[config.mk]
export PLATFORM = sky130hd
export DESIGN_NAME = inj_spacer
export DESIGN_NICKNAME = d
export VERILOG_FILES = /design/src/rtl/spacer_pkg.sv /design/src/rtl/spacer_fifo.sv /design/src/rtl/spacer_gap_timer.sv /design/src/rtl/spacer_rr_arb.sv /design/src/rtl/inj_spacer.sv
export SDC_FILE = /design/constraint.sdc
export NUM_CORES = 1
export LEC_CHECK = 0
export BUFFER_PORTS_ARGS = -buffer_cell sky130_fd_sc_hd__buf_4
export CORE_UTILIZATION = 45
export CTS_CLUSTER_DIAMETER = 60
export CTS_CLUSTER_SIZE = 25
export DETAILED_ROUTE_END_ITERATION = 8
export GPL_ROUTABILITY_DRIVEN = 0
export GPL_TIMING_DRIVEN = 0
export MAX_ROUTING_LAYER = met4
export PLACE_DENSITY = 0.63
export RECOVER_POWER = 50
export SYNTH_ARGS = -nofsm -noshare
export SYNTH_HDL_FRONTEND = slang
export SYNTH_SLANG_ARGS = --single-unit
export TNS_END_PERCENT = 20
[constraint.sdc]
create_clock -name clk_i -period 4.6 [get_ports clk_i]
set_clock_uncertainty 0.15 [all_clocks]
set_input_delay 0.46 -clock clk_i [delete_from_list [all_inputs] [get_ports clk_i]]
set_output_delay 0.46 -clock clk_i [all_outputs]
set_load 0.01 [all_outputs]
[src/rtl/spacer_pkg.sv]
package spacer_pkg;
  // index width that never collapses to zero
  function automatic int idx_w(input int n);
    return (n > 1) ? $clog2(n) : 1;
  endfunction

  function automatic int cnt_w(input int n);
    return (n > 0) ? $clog2(n + 1) : 1;
  endfunction
endpackage

[src/rtl/spacer_fifo.sv]
module spacer_fifo #(
  parameter int DATA_W = 8,
  parameter int DEPTH  = 4
) (
  input  logic              clk_i,
  input  logic              rst_ni,
  input  logic              push_i,
  input  logic [DATA_W-1:0] data_i,
  input  logic              pop_i,
  output logic [DATA_W-1:0] head_o,
  output logic              empty_o,
  output logic              full_o
);
  localparam int PTR_W = spacer_pkg::idx_w(DEPTH);
  localparam int CNT_W = spacer_pkg::cnt_w(DEPTH);

  logic [DATA_W-1:0] mem_q [DEPTH];
  logic [PTR_W-1:0]  wr_q, rd_q;
  logic [CNT_W-1:0]  cnt_q;

  assign empty_o = (cnt_q == '0);
  assign full_o  = (cnt_q == CNT_W'(DEPTH));
  assign head_o  = mem_q[rd_q];

  always_ff @(posedge clk_i) begin
    if (push_i) mem_q[wr_q] <= data_i;
  end

  always_ff @(posedge clk_i or negedge rst_ni) begin
    if (!rst_ni) begin
      wr_q  <= '0;
      rd_q  <= '0;
      cnt_q <= '0;
    end else begin
      if (push_i) wr_q <= (wr_q == PTR_W'(DEPTH - 1)) ? '0 : wr_q + 1'b1;
      if (pop_i)  rd_q <= (rd_q == PTR_W'(DEPTH - 1)) ? '0 : rd_q + 1'b1;
      case ({push_i, pop_i})
        2'b10:   cnt_q <= cnt_q + 1'b1;
        2'b01:   cnt_q <= cnt_q - 1'b1;
        default: cnt_q <= cnt_q;
      endcase
    end
  end

  AST_NO_OVERFLOW: assert property (@(posedge clk_i) disable iff (!rst_ni)
    !(push_i && full_o));
  AST_NO_UNDERFLOW: assert property (@(posedge clk_i) disable iff (!rst_ni)
    !(pop_i && empty_o));
endmodule

[src/rtl/spacer_gap_timer.sv]
module spacer_gap_timer #(
  parameter int GAP = 20
) (
  input  logic clk_i,
  input  logic rst_ni,
  input  logic fire_i,
  output logic open_o
);
  localparam int CNT_W = spacer_pkg::cnt_w(GAP);

  logic [CNT_W-1:0] cnt_q;

  assign open_o = (cnt_q == '0);

  // load GAP-1 on a send: next send lands GAP edges later
  always_ff @(posedge clk_i or negedge rst_ni) begin
    if (!rst_ni)            cnt_q <= '0;
    else if (fire_i)        cnt_q <= CNT_W'(GAP - 1);
    else if (cnt_q != '0)   cnt_q <= cnt_q - 1'b1;
  end

  AST_GAP_RESPECTED: assert property (@(posedge clk_i) disable iff (!rst_ni)
    fire_i |-> (cnt_q == '0));
endmodule

[src/rtl/spacer_rr_arb.sv]
module spacer_rr_arb #(
  parameter int N = 4,
  localparam int IDX_W = spacer_pkg::idx_w(N)
) (
  input  logic             clk_i,
  input  logic             rst_ni,
  input  logic [N-1:0]     req_i,
  input  logic             hold_i,
  input  logic             adv_i,
  output logic             gnt_valid_o,
  output logic [IDX_W-1:0] gnt_idx_o
);
  logic [IDX_W-1:0] ptr_q, lock_idx_q, pick_idx;
  logic             lock_q, pick_valid;
  int               cand;

  always_comb begin
    pick_valid = 1'b0;
    pick_idx   = '0;
    cand       = 0;
    // scan farthest first so the nearest match from the pointer wins
    for (int i = N - 1; i >= 0; i--) begin
      cand = (int'(ptr_q) + i) % N;
      if (req_i[IDX_W'(cand)]) begin
        pick_valid = 1'b1;
        pick_idx   = IDX_W'(cand);
      end
    end
  end

  assign gnt_valid_o = lock_q | pick_valid;
  assign gnt_idx_o   = lock_q ? lock_idx_q : pick_idx;

  always_ff @(posedge clk_i or negedge rst_ni) begin
    if (!rst_ni) begin
      ptr_q      <= '0;
      lock_q     <= 1'b0;
      lock_idx_q <= '0;
    end else if (adv_i) begin
      ptr_q  <= (gnt_idx_o == IDX_W'(N - 1)) ? '0 : gnt_idx_o + 1'b1;
      lock_q <= 1'b0;
    end else if (hold_i) begin
      lock_q     <= 1'b1;
      lock_idx_q <= gnt_idx_o;
    end
  end

  AST_GNT_HAS_REQ: assert property (@(posedge clk_i) disable iff (!rst_ni)
    gnt_valid_o |-> req_i[gnt_idx_o]);
  AST_ADV_NEEDS_GNT: assert property (@(posedge clk_i) disable iff (!rst_ni)
    adv_i |-> gnt_valid_o);
endmodule

[src/rtl/inj_spacer.sv]
module inj_spacer #(
  parameter int NUM_DEST = 4,
  parameter int DATA_W   = 8,
  parameter int DEPTH    = 4,
  parameter int GAP      = 20,
  localparam int DEST_W  = spacer_pkg::idx_w(NUM_DEST)
) (
  input  logic              clk_i,
  input  logic              rst_ni,
  input  logic              in_valid_i,
  output logic              in_ready_o,
  input  logic [DEST_W-1:0] in_dest_i,
  input  logic [DATA_W-1:0] in_data_i,
  output logic              out_valid_o,
  input  logic              out_ready_i,
  output logic [DEST_W-1:0] out_dest_o,
  output logic [DATA_W-1:0] out_data_o
);
  logic [NUM_DEST-1:0] push, pop, empty, full, open, elig;
  logic [DATA_W-1:0]   head [NUM_DEST];
  logic                dest_ok, fire, gnt_valid;
  logic [DEST_W-1:0]   gnt_idx;

  assign dest_ok    = (32'(in_dest_i) < NUM_DEST);
  assign in_ready_o = dest_ok && !full[in_dest_i];
  assign fire       = out_valid_o && out_ready_i;

  for (genvar d = 0; d < NUM_DEST; d++) begin : g_dest
    assign push[d] = in_valid_i && in_ready_o && (in_dest_i == DEST_W'(d));
    assign pop[d]  = fire && (gnt_idx == DEST_W'(d));
    assign elig[d] = !empty[d] && open[d];

    spacer_fifo #(.DATA_W(DATA_W), .DEPTH(DEPTH)) u_q (
      .clk_i   (clk_i),
      .rst_ni  (rst_ni),
      .push_i  (push[d]),
      .data_i  (in_data_i),
      .pop_i   (pop[d]),
      .head_o  (head[d]),
      .empty_o (empty[d]),
      .full_o  (full[d])
    );

    spacer_gap_timer #(.GAP(GAP)) u_tmr (
      .clk_i  (clk_i),
      .rst_ni (rst_ni),
      .fire_i (pop[d]),
      .open_o (open[d])
    );
  end

  spacer_rr_arb #(.N(NUM_DEST)) u_arb (
    .clk_i       (clk_i),
    .rst_ni      (rst_ni),
    .req_i       (elig),
    .hold_i      (out_valid_o && !out_ready_i),
    .adv_i       (fire),
    .gnt_valid_o (gnt_valid),
    .gnt_idx_o   (gnt_idx)
  );

  assign out_valid_o = gnt_valid;
  assign out_dest_o  = gnt_idx;
  assign out_data_o  = head[gnt_idx];

  AST_STALL_HOLD: assert property (@(posedge clk_i) disable iff (!rst_ni)
    (out_valid_o && !out_ready_i) |=>
      (out_valid_o && $stable(out_dest_o) && $stable(out_data_o)));
  AST_SINGLE_POP: assert property (@(posedge clk_i) disable iff (!rst_ni)
    $onehot0(pop));
  AST_ELIG_SERVED: assert property (@(posedge clk_i) disable iff (!rst_ni)
    (|elig) |-> out_valid_o);
endmodule

==> results of run 1 <==
synth_stat cells (all sizes together) (2+ instances only):
cell type and number:
xor2 11, or3 4, nor3b 3, buf 14, nor3 12, fa 4
xnor2 10, mux4 32, a222oi 16, a21oi 4, nor4b 3, a221oi 3
or4b 4, a31oi 2, and2 14, o21ai 9, o22ai 2, nor2 32
mux2 35, nand2 21, nor2b 4, and3 5, inv 36, dfrtp 53
ha 33, nand3 4, edfxtp 128, a311oi 2, clkbuf 6, mux2i 9
nand3b 2, a21o 2
area by class of cell:
class	count	area, um^2
clock buffer	20	447
tap	229	287
buffer	20	80.1
fill	1509	8680
clock inverter	12	130
timing repair buffer	25	153
sequential	181	5170
multi-input combinational	290	2890
inverter	36	135
worst register-to-register path, stage by stage, from the launching register on:
cell	delay, ns
dfrtp_1	0.40
inv_1	0.11
ha_1	0.20
or4b_4	0.52
o32a_1	0.41
o211a_4	0.29
nor2_4	0.23
inv_1	0.08
ha_1	0.20
nand2_1	0.13
inv_2	0.10
ha_1	0.25
fa_1	0.40
xnor2_1	0.18
nor2_1	0.07
xor2_1	0.14
worst max path at each step:
stage | start | slack (ns) | endpoint | cells after the start
after CTS | g_dest[1].u_tmr.cnt_q[0] | 0.43 | out_data_o[1] | 10
after global routing | g_dest[3].u_tmr.cnt_q[0] | 0.18 | out_data_o[6] | 11
after global placement | g_dest[0].u_tmr.cnt_q[0] | 0.75 | g_dest[3].u_q.cnt_q[2] | 15
final | g_dest[1].u_tmr.cnt_q[0] | 0.41 | out_data_o[1] | 10
after detailed placement | g_dest[0].u_tmr.cnt_q[0] | 0.62 | g_dest[3].u_q.cnt_q[2] | 15
after floorplan | g_dest[0].u_tmr.cnt_q[0] | 1.04 | g_dest[3].u_q.cnt_q[2] | 15
power by group through the flow:
stage	clock [mW]	combinational, mW	sequential (mW)
2_1_floorplan	0	1.69	2.25
3_3_place_gp	0	2.27	2.29
3_5_place_dp	0	2.39	2.31
4_1_cts	1.47	2.40	2.28
5_1_grt	1.53	2.62	2.32
6_report	1.44	2.36	2.28
kinds of logic after synthesis:
| family | count (synthesis) | share of synthesized area [%] |
|---|---|---|
| AO/OA/AOI/OAI | 45 | 4.64 |
| XOR/XNOR | 21 | 2.22 |
| adder cells (fa/ha/maj) | 37 | 5.96 |
| buffers and inverters | 56 | 2.62 |
| flip-flops | 181 | 62.5 |
| multiplexers | 76 | 14.6 |
| AND/OR/NAND/NOR | 111 | 7.49 |
timing repair:
item | in CTS | in global routing
buffers inserted | 0 | 0
endpoints found under the hold margin | 53 | 0
hold buffers | 1 | 0
routing by layer:
| metal | wire length [um] | part of all wire, % | GRT usage [%] |
|---|---|---|---|
| met5 | 0 | 0 | - |
| met4 | 118 | 0.73 | 5.01 |
| met3 | 1010 | 6.2 | 4.82 |
| met2 | 7920 | 49 | 30.7 |
| met1 | 7150 | 44 | 25.1 |
state kept, by name, indices dropped and copies added, names as in the netlist:
| signal | cells |
|---|---|
| g_dest.u_q.wr_q | 8 |
| g_dest.u_q.rd_q | 8 |
| u_arb.lock_idx_q | 2 |
| g_dest.u_tmr.cnt_q | 20 |
| u_arb.ptr_q | 2 |
| g_dest.u_q.mem_q | 128 |
| u_arb.lock_q | 1 |
| g_dest.u_q.cnt_q | 12 |
stage by stage:
step	util [%]	instance area, um^2	hold slack [ns]	power, mW	cells
2_1_floorplan	-	8270	0.0144	3.95	527
3_3_place_gp	48.6	8740	0.329	4.56	780
3_5_place_dp	48.6	8740	0.333	4.70	780
4_1_cts	51.9	9330	0.0859	6.14	813
5_1_grt	51.7	9290	0.0972	6.48	813
6_report	51.7	9290	0.110	6.08	813
==> metrics, run 1 <==
crit path DAT=3.58 ns; Main synth FF type=edfxtp_1; Final ANT Viol Nets=0; share of cells above drive strength 1=20.5%; CP Launch Type=flop; largest net degree at the start of global routing=54; CP bufs+invs=4; drt initial violations=315; area of the core=0.0180 mm^2; sequential fraction of the synthesis area=62.5%; Initial Util=46.0%; hpwl dp=11,300 um; number of synthesized flops with an enable pin=128; max-slew headroom at the worst pin=-109%; static leakage=3.48 nW; sequential share of power=37.5%; Setup-failing EPs final=0; initial antenna violation count=1; Crit-path slowest cell=a221oi_4; reg-to-reg critical path startpoint=g_dest[0].u_tmr.cnt_q[0]; fmax=239 MHz; vias after detailed routing=4,577; first-pass iteration count of the detailed router=6; Slew Viols, Final=54; hold path cells=2; endpoints failing hold=0; Setup crit end kind=output port; internal cell power=3.94 mW; Fin Setup TNS=0 ns; overall routed net length=16,200 um; Place WS=0.615 ns; crit path cell chain=inv_1 > ha_1 > or4b_1 > buf_2 > a311oi_1 > nor2_1 > a221oi_4 > buf_2 > mux2i_1 > buf_4; Syn Area/Cell=15.7 um^2; Synth area leader=edfxtp_1; CP peak stage delay=0.46 ns; failing checks=capacitance limit, slew limit; outcome=complete, but fails checks; fin crit share=91.0%; Final WS setup=0.414 ns; HP Start=out_ready_i; Reg clk slew, reported paths=0.07 ns; cell family with most CP delay=buffers and inverters; Synth area leaders=edfxtp_1 46%, dfrtp_1 16%, mux4_2 8.7%; Synth cell types=49; r2r endpoint=g_dest[3].u_q.cnt_q[2]; row count=49; most frequent cells in the layout=128 x edfxtp_1, 53 x dfrtp_1, 33 x ha_1; worst path required time=3.99 ns; Synth Warn #=0; Tmin final=4.19 ns; Logic pwr share=38.9%; Mapped Area=0.00827 mm^2; Die ar.=0.0189 mm^2; Clk Tree Root Cell=clkbuf_16; number of global-route vias before repair=4,696; WS Path Type=reg -> out; DRC viols=0; switching power=2.14 mW; Via density=5.63; CP most frequent cell=buf_2; P&R area growth vs syn=12.3%; commonest non-fill, non-tap cell in the layout=edfxtp_1; total track usage=19.4%; Clock Latency Late Sink=0.43 ns; Post-layout nets=622; Sw Share=35.2%; routed len/inst=19.9 um; CTS Buffer Depth=2; io pins=26; Post-synth ARST share=29.3%; Yosys reg bits=181; net count after synthesis=578; max-cap violation count=1; r2r setup slk=0.63 ns; H-tree levels=4; post-synthesis cell count=527; top-area cell type share of the netlist area=46.5%; Hold Crit Endpoint=u_arb.lock_q; unrepaired setup endpoints after global routing=false; TritonCTS Buffers=17; global-route wire length before repair=25,600 um; die width=138 um; PortBufs=24; clock sinks=181; PD cells=655 mW/mm^2; CTS tree=done; number of diodes=0; total gr overflow=0; min-delay worst type=in -> reg; Critical Path Fanout Max=10; reg2reg path depth=15; Max VDD drop=554 uV; Clock power frac=23.6%; die height=138 um; Worst Tran Pin Value=3.13 ns; Post-CTS Resized=0
Note: power is estimated with default switching activity, not from simulation.
==> run 2, diff against run 1 <==
--- a/constraint.sdc
+++ b/constraint.sdc
@@ -4,2 +4,2 @@
 set_output_delay 0.46 -clock clk_i [all_outputs]
-set_load 0.01 [all_outputs]
+set_load 0.1 [all_outputs]
==> run 2 against run 1 <==
- worst setup slack got worse by 0.18 ns
- worst hold slack about the same
- register-to-register slack about the same
- critical endpoint unchanged
- routed wire length increased by 0.21%
- global-route usage unchanged
- the run still ends with capacitance limit, slew limit left
- maximum frequency decreased by 4.2%
==> metrics, run 2 (synthesized netlist as in run 1, its figures left out) <==
crit path cell chain=inv_1 > ha_1 > or4b_1 > buf_2 > a311oi_1 > nor2_1 > a221oi_4 > buf_2 > mux2i_1 > buf_4 (unchanged); CP bufs+invs=4 (unchanged); number of global-route vias before repair=4,696 (unchanged); crit path DAT=3.76 ns (was 3.58 ns); die width=138 um (unchanged); total gr overflow=0 (unchanged); row count=49 (unchanged); DRC viols=0 (unchanged); Critical Path Fanout Max=10 (unchanged); Clk Tree Root Cell=clkbuf_16 (unchanged); vias after detailed routing=4,595 (was 4,577); endpoints failing hold=0 (unchanged); max-cap violation count=1 (unchanged); io pins=26 (unchanged); routed len/inst=20.0 um (was 19.9 um); met3 WL=938 um (was 1010 um); dpl cell area=0.00874 mm^2 (unchanged); Post-layout nets=622 (unchanged); Die ar.=0.0189 mm^2 (unchanged); WS Path Type=reg -> out (unchanged); min-delay worst type=in -> reg (unchanged); Final ANT Viol Nets=0 (unchanged); drt initial violations=315 (unchanged); Met2 Routed Length=7920 um (about the same); CTS tree=done (unchanged); Max Used Layer=met4 (unchanged); Worst Tran Pin Value=3.13 ns (about the same); number of diodes=0 (unchanged); die height=138 um (unchanged); TritonCTS Buffers=17 (unchanged); Place WS=0.615 ns (unchanged); total track usage=19.4% (unchanged); fmax=229 MHz (was 239 MHz); worst path required time=3.99 ns (about the same); Slew Viols, Final=54 (unchanged); most frequent cells in the layout=128 x edfxtp_1, 53 x dfrtp_1, 33 x ha_1 (unchanged); failing checks=capacitance limit, slew limit (unchanged); CTS Buffer Depth=2 (unchanged); H-tree levels=4 (unchanged); commonest non-fill, non-tap cell in the layout=edfxtp_1 (unchanged); wl on met1=7260 um (was 7150 um); Crit-path slowest cell=a221oi_4 (unchanged); max-slew headroom at the worst pin=-109% (about the same); fin util=51.7% (about the same); max FFs per register=128 (unchanged); CP most frequent cell=buf_2 (unchanged); Post-CTS Setup Bufs=0 (unchanged); hpwl dp=11,300 um (unchanged); CP Launch Type=flop (unchanged); Setup-failing EPs final=0 (unchanged); unrepaired setup endpoints after global routing=false (unchanged); overall routed net length=16,200 um (about the same); hold buffers post-CTS=1 (unchanged); first-pass iteration count of the detailed router=7 (was 6); share of cells above drive strength 1=20.7% (was 20.5%); PortBufs=24 (unchanged); Reg clk slew, reported paths=0.07 ns (about the same); Tmin final=4.37 ns (was 4.19 ns); Final WS setup=0.229 ns (was 0.414 ns); initial antenna violation count=1 (unchanged); P&R area growth vs syn=12.3% (about the same); global-route wire length before repair=25,600 um (unchanged); largest register by flop count=g_dest.u_q.mem_q (unchanged); Setup crit end kind=output port (unchanged); Via density=5.65 (was 5.63); area of the core=0.0180 mm^2 (unchanged); cell family with most CP delay=buffers and inverters (unchanged); Initial Util=46.0% (unchanged); clock sinks=181 (unchanged); Regs by FF count=g_dest.u_q.mem_q: 128 flops, g_dest.u_tmr.cnt_q: 20 flops, g_dest.u_q.cnt_q: 12 flops (unchanged); fin crit share=95.0% (was 91.0%); Post-CTS Resized=0 (unchanged); largest net degree at the start of global routing=54 (unchanged); CP peak stage delay=0.46 ns (about the same); Final Cell Area=0.00929 mm^2 (about the same); Clock Latency Late Sink=0.43 ns (about the same); outcome=complete, but fails checks (unchanged)
-- run 2: cell types whose count changed in the layout (fill, tap and decap cells not counted), sizes merged --
cell    delta
buf        +1
clkbuf     -1
-- run 2: worst paths after layout --
path / startpoint / to / slack (ns) / cells past startpoint
max in group asynchronous: rst_ni / g_dest[1].u_tmr.cnt_q[1] / 1.07 / 2
min reg2reg: g_dest[1].u_q.cnt_q[2] / g_dest[1].u_q.cnt_q[2] / 0.35 / 1
max: g_dest[1].u_tmr.cnt_q[0] / out_data_o[1] / 0.23 / 10
min: out_ready_i / u_arb.lock_q / 0.11 / 2
min in group asynchronous: rst_ni / g_dest[2].u_q.wr_q[1] / 1.46 / 2
max reg2reg: g_dest[0].u_tmr.cnt_q[0] / g_dest[3].u_q.cnt_q[2] / 0.63 / 15
-- run 2: stage by stage --
step                cells  setup TNS [ns]  hold WS (ns)
finish                813               0         0.110
CTS                   813               0        0.0859
detailed placement    780               0         0.333
global placement      780               0         0.329
global route          813               0        0.0972
floorplan             527           -1.78        0.0144
-- run 2: area by class of cell --
type,count,area (um^2)
timing repair buffer,25,153
clock buffer,20,447
sequential,181,5170
tap,229,287
clock inverter,12,130
inverter,36,135
buffer,20,81.3
multi-input combinational,290,2890
fill,1508,8680
-- run 2: worst reg2reg max path, stage by stage, from the launching register on --
cell     delay (ns)
dfrtp_1        0.40
inv_1          0.11
ha_1           0.20
or4b_4         0.52
o32a_1         0.41
o211a_4        0.29
nor2_4         0.23
inv_1          0.08
ha_1           0.20
nand2_1        0.13
inv_2          0.10
ha_1           0.25
fa_1           0.40
xnor2_1        0.18
nor2_1         0.07
xor2_1         0.14
-- run 2: routing by layer --
metal	up-vias	GRT usage, %
met4	0	5.01
met2	124	30.7
met1	2361	25.1
li1	2100	-
met3	10	4.82
met5	-	-
Power of run 2 is left out: the tool's default activity adds up to more than one toggle a clock period on the data nets, which glitch-free logic cannot reach.
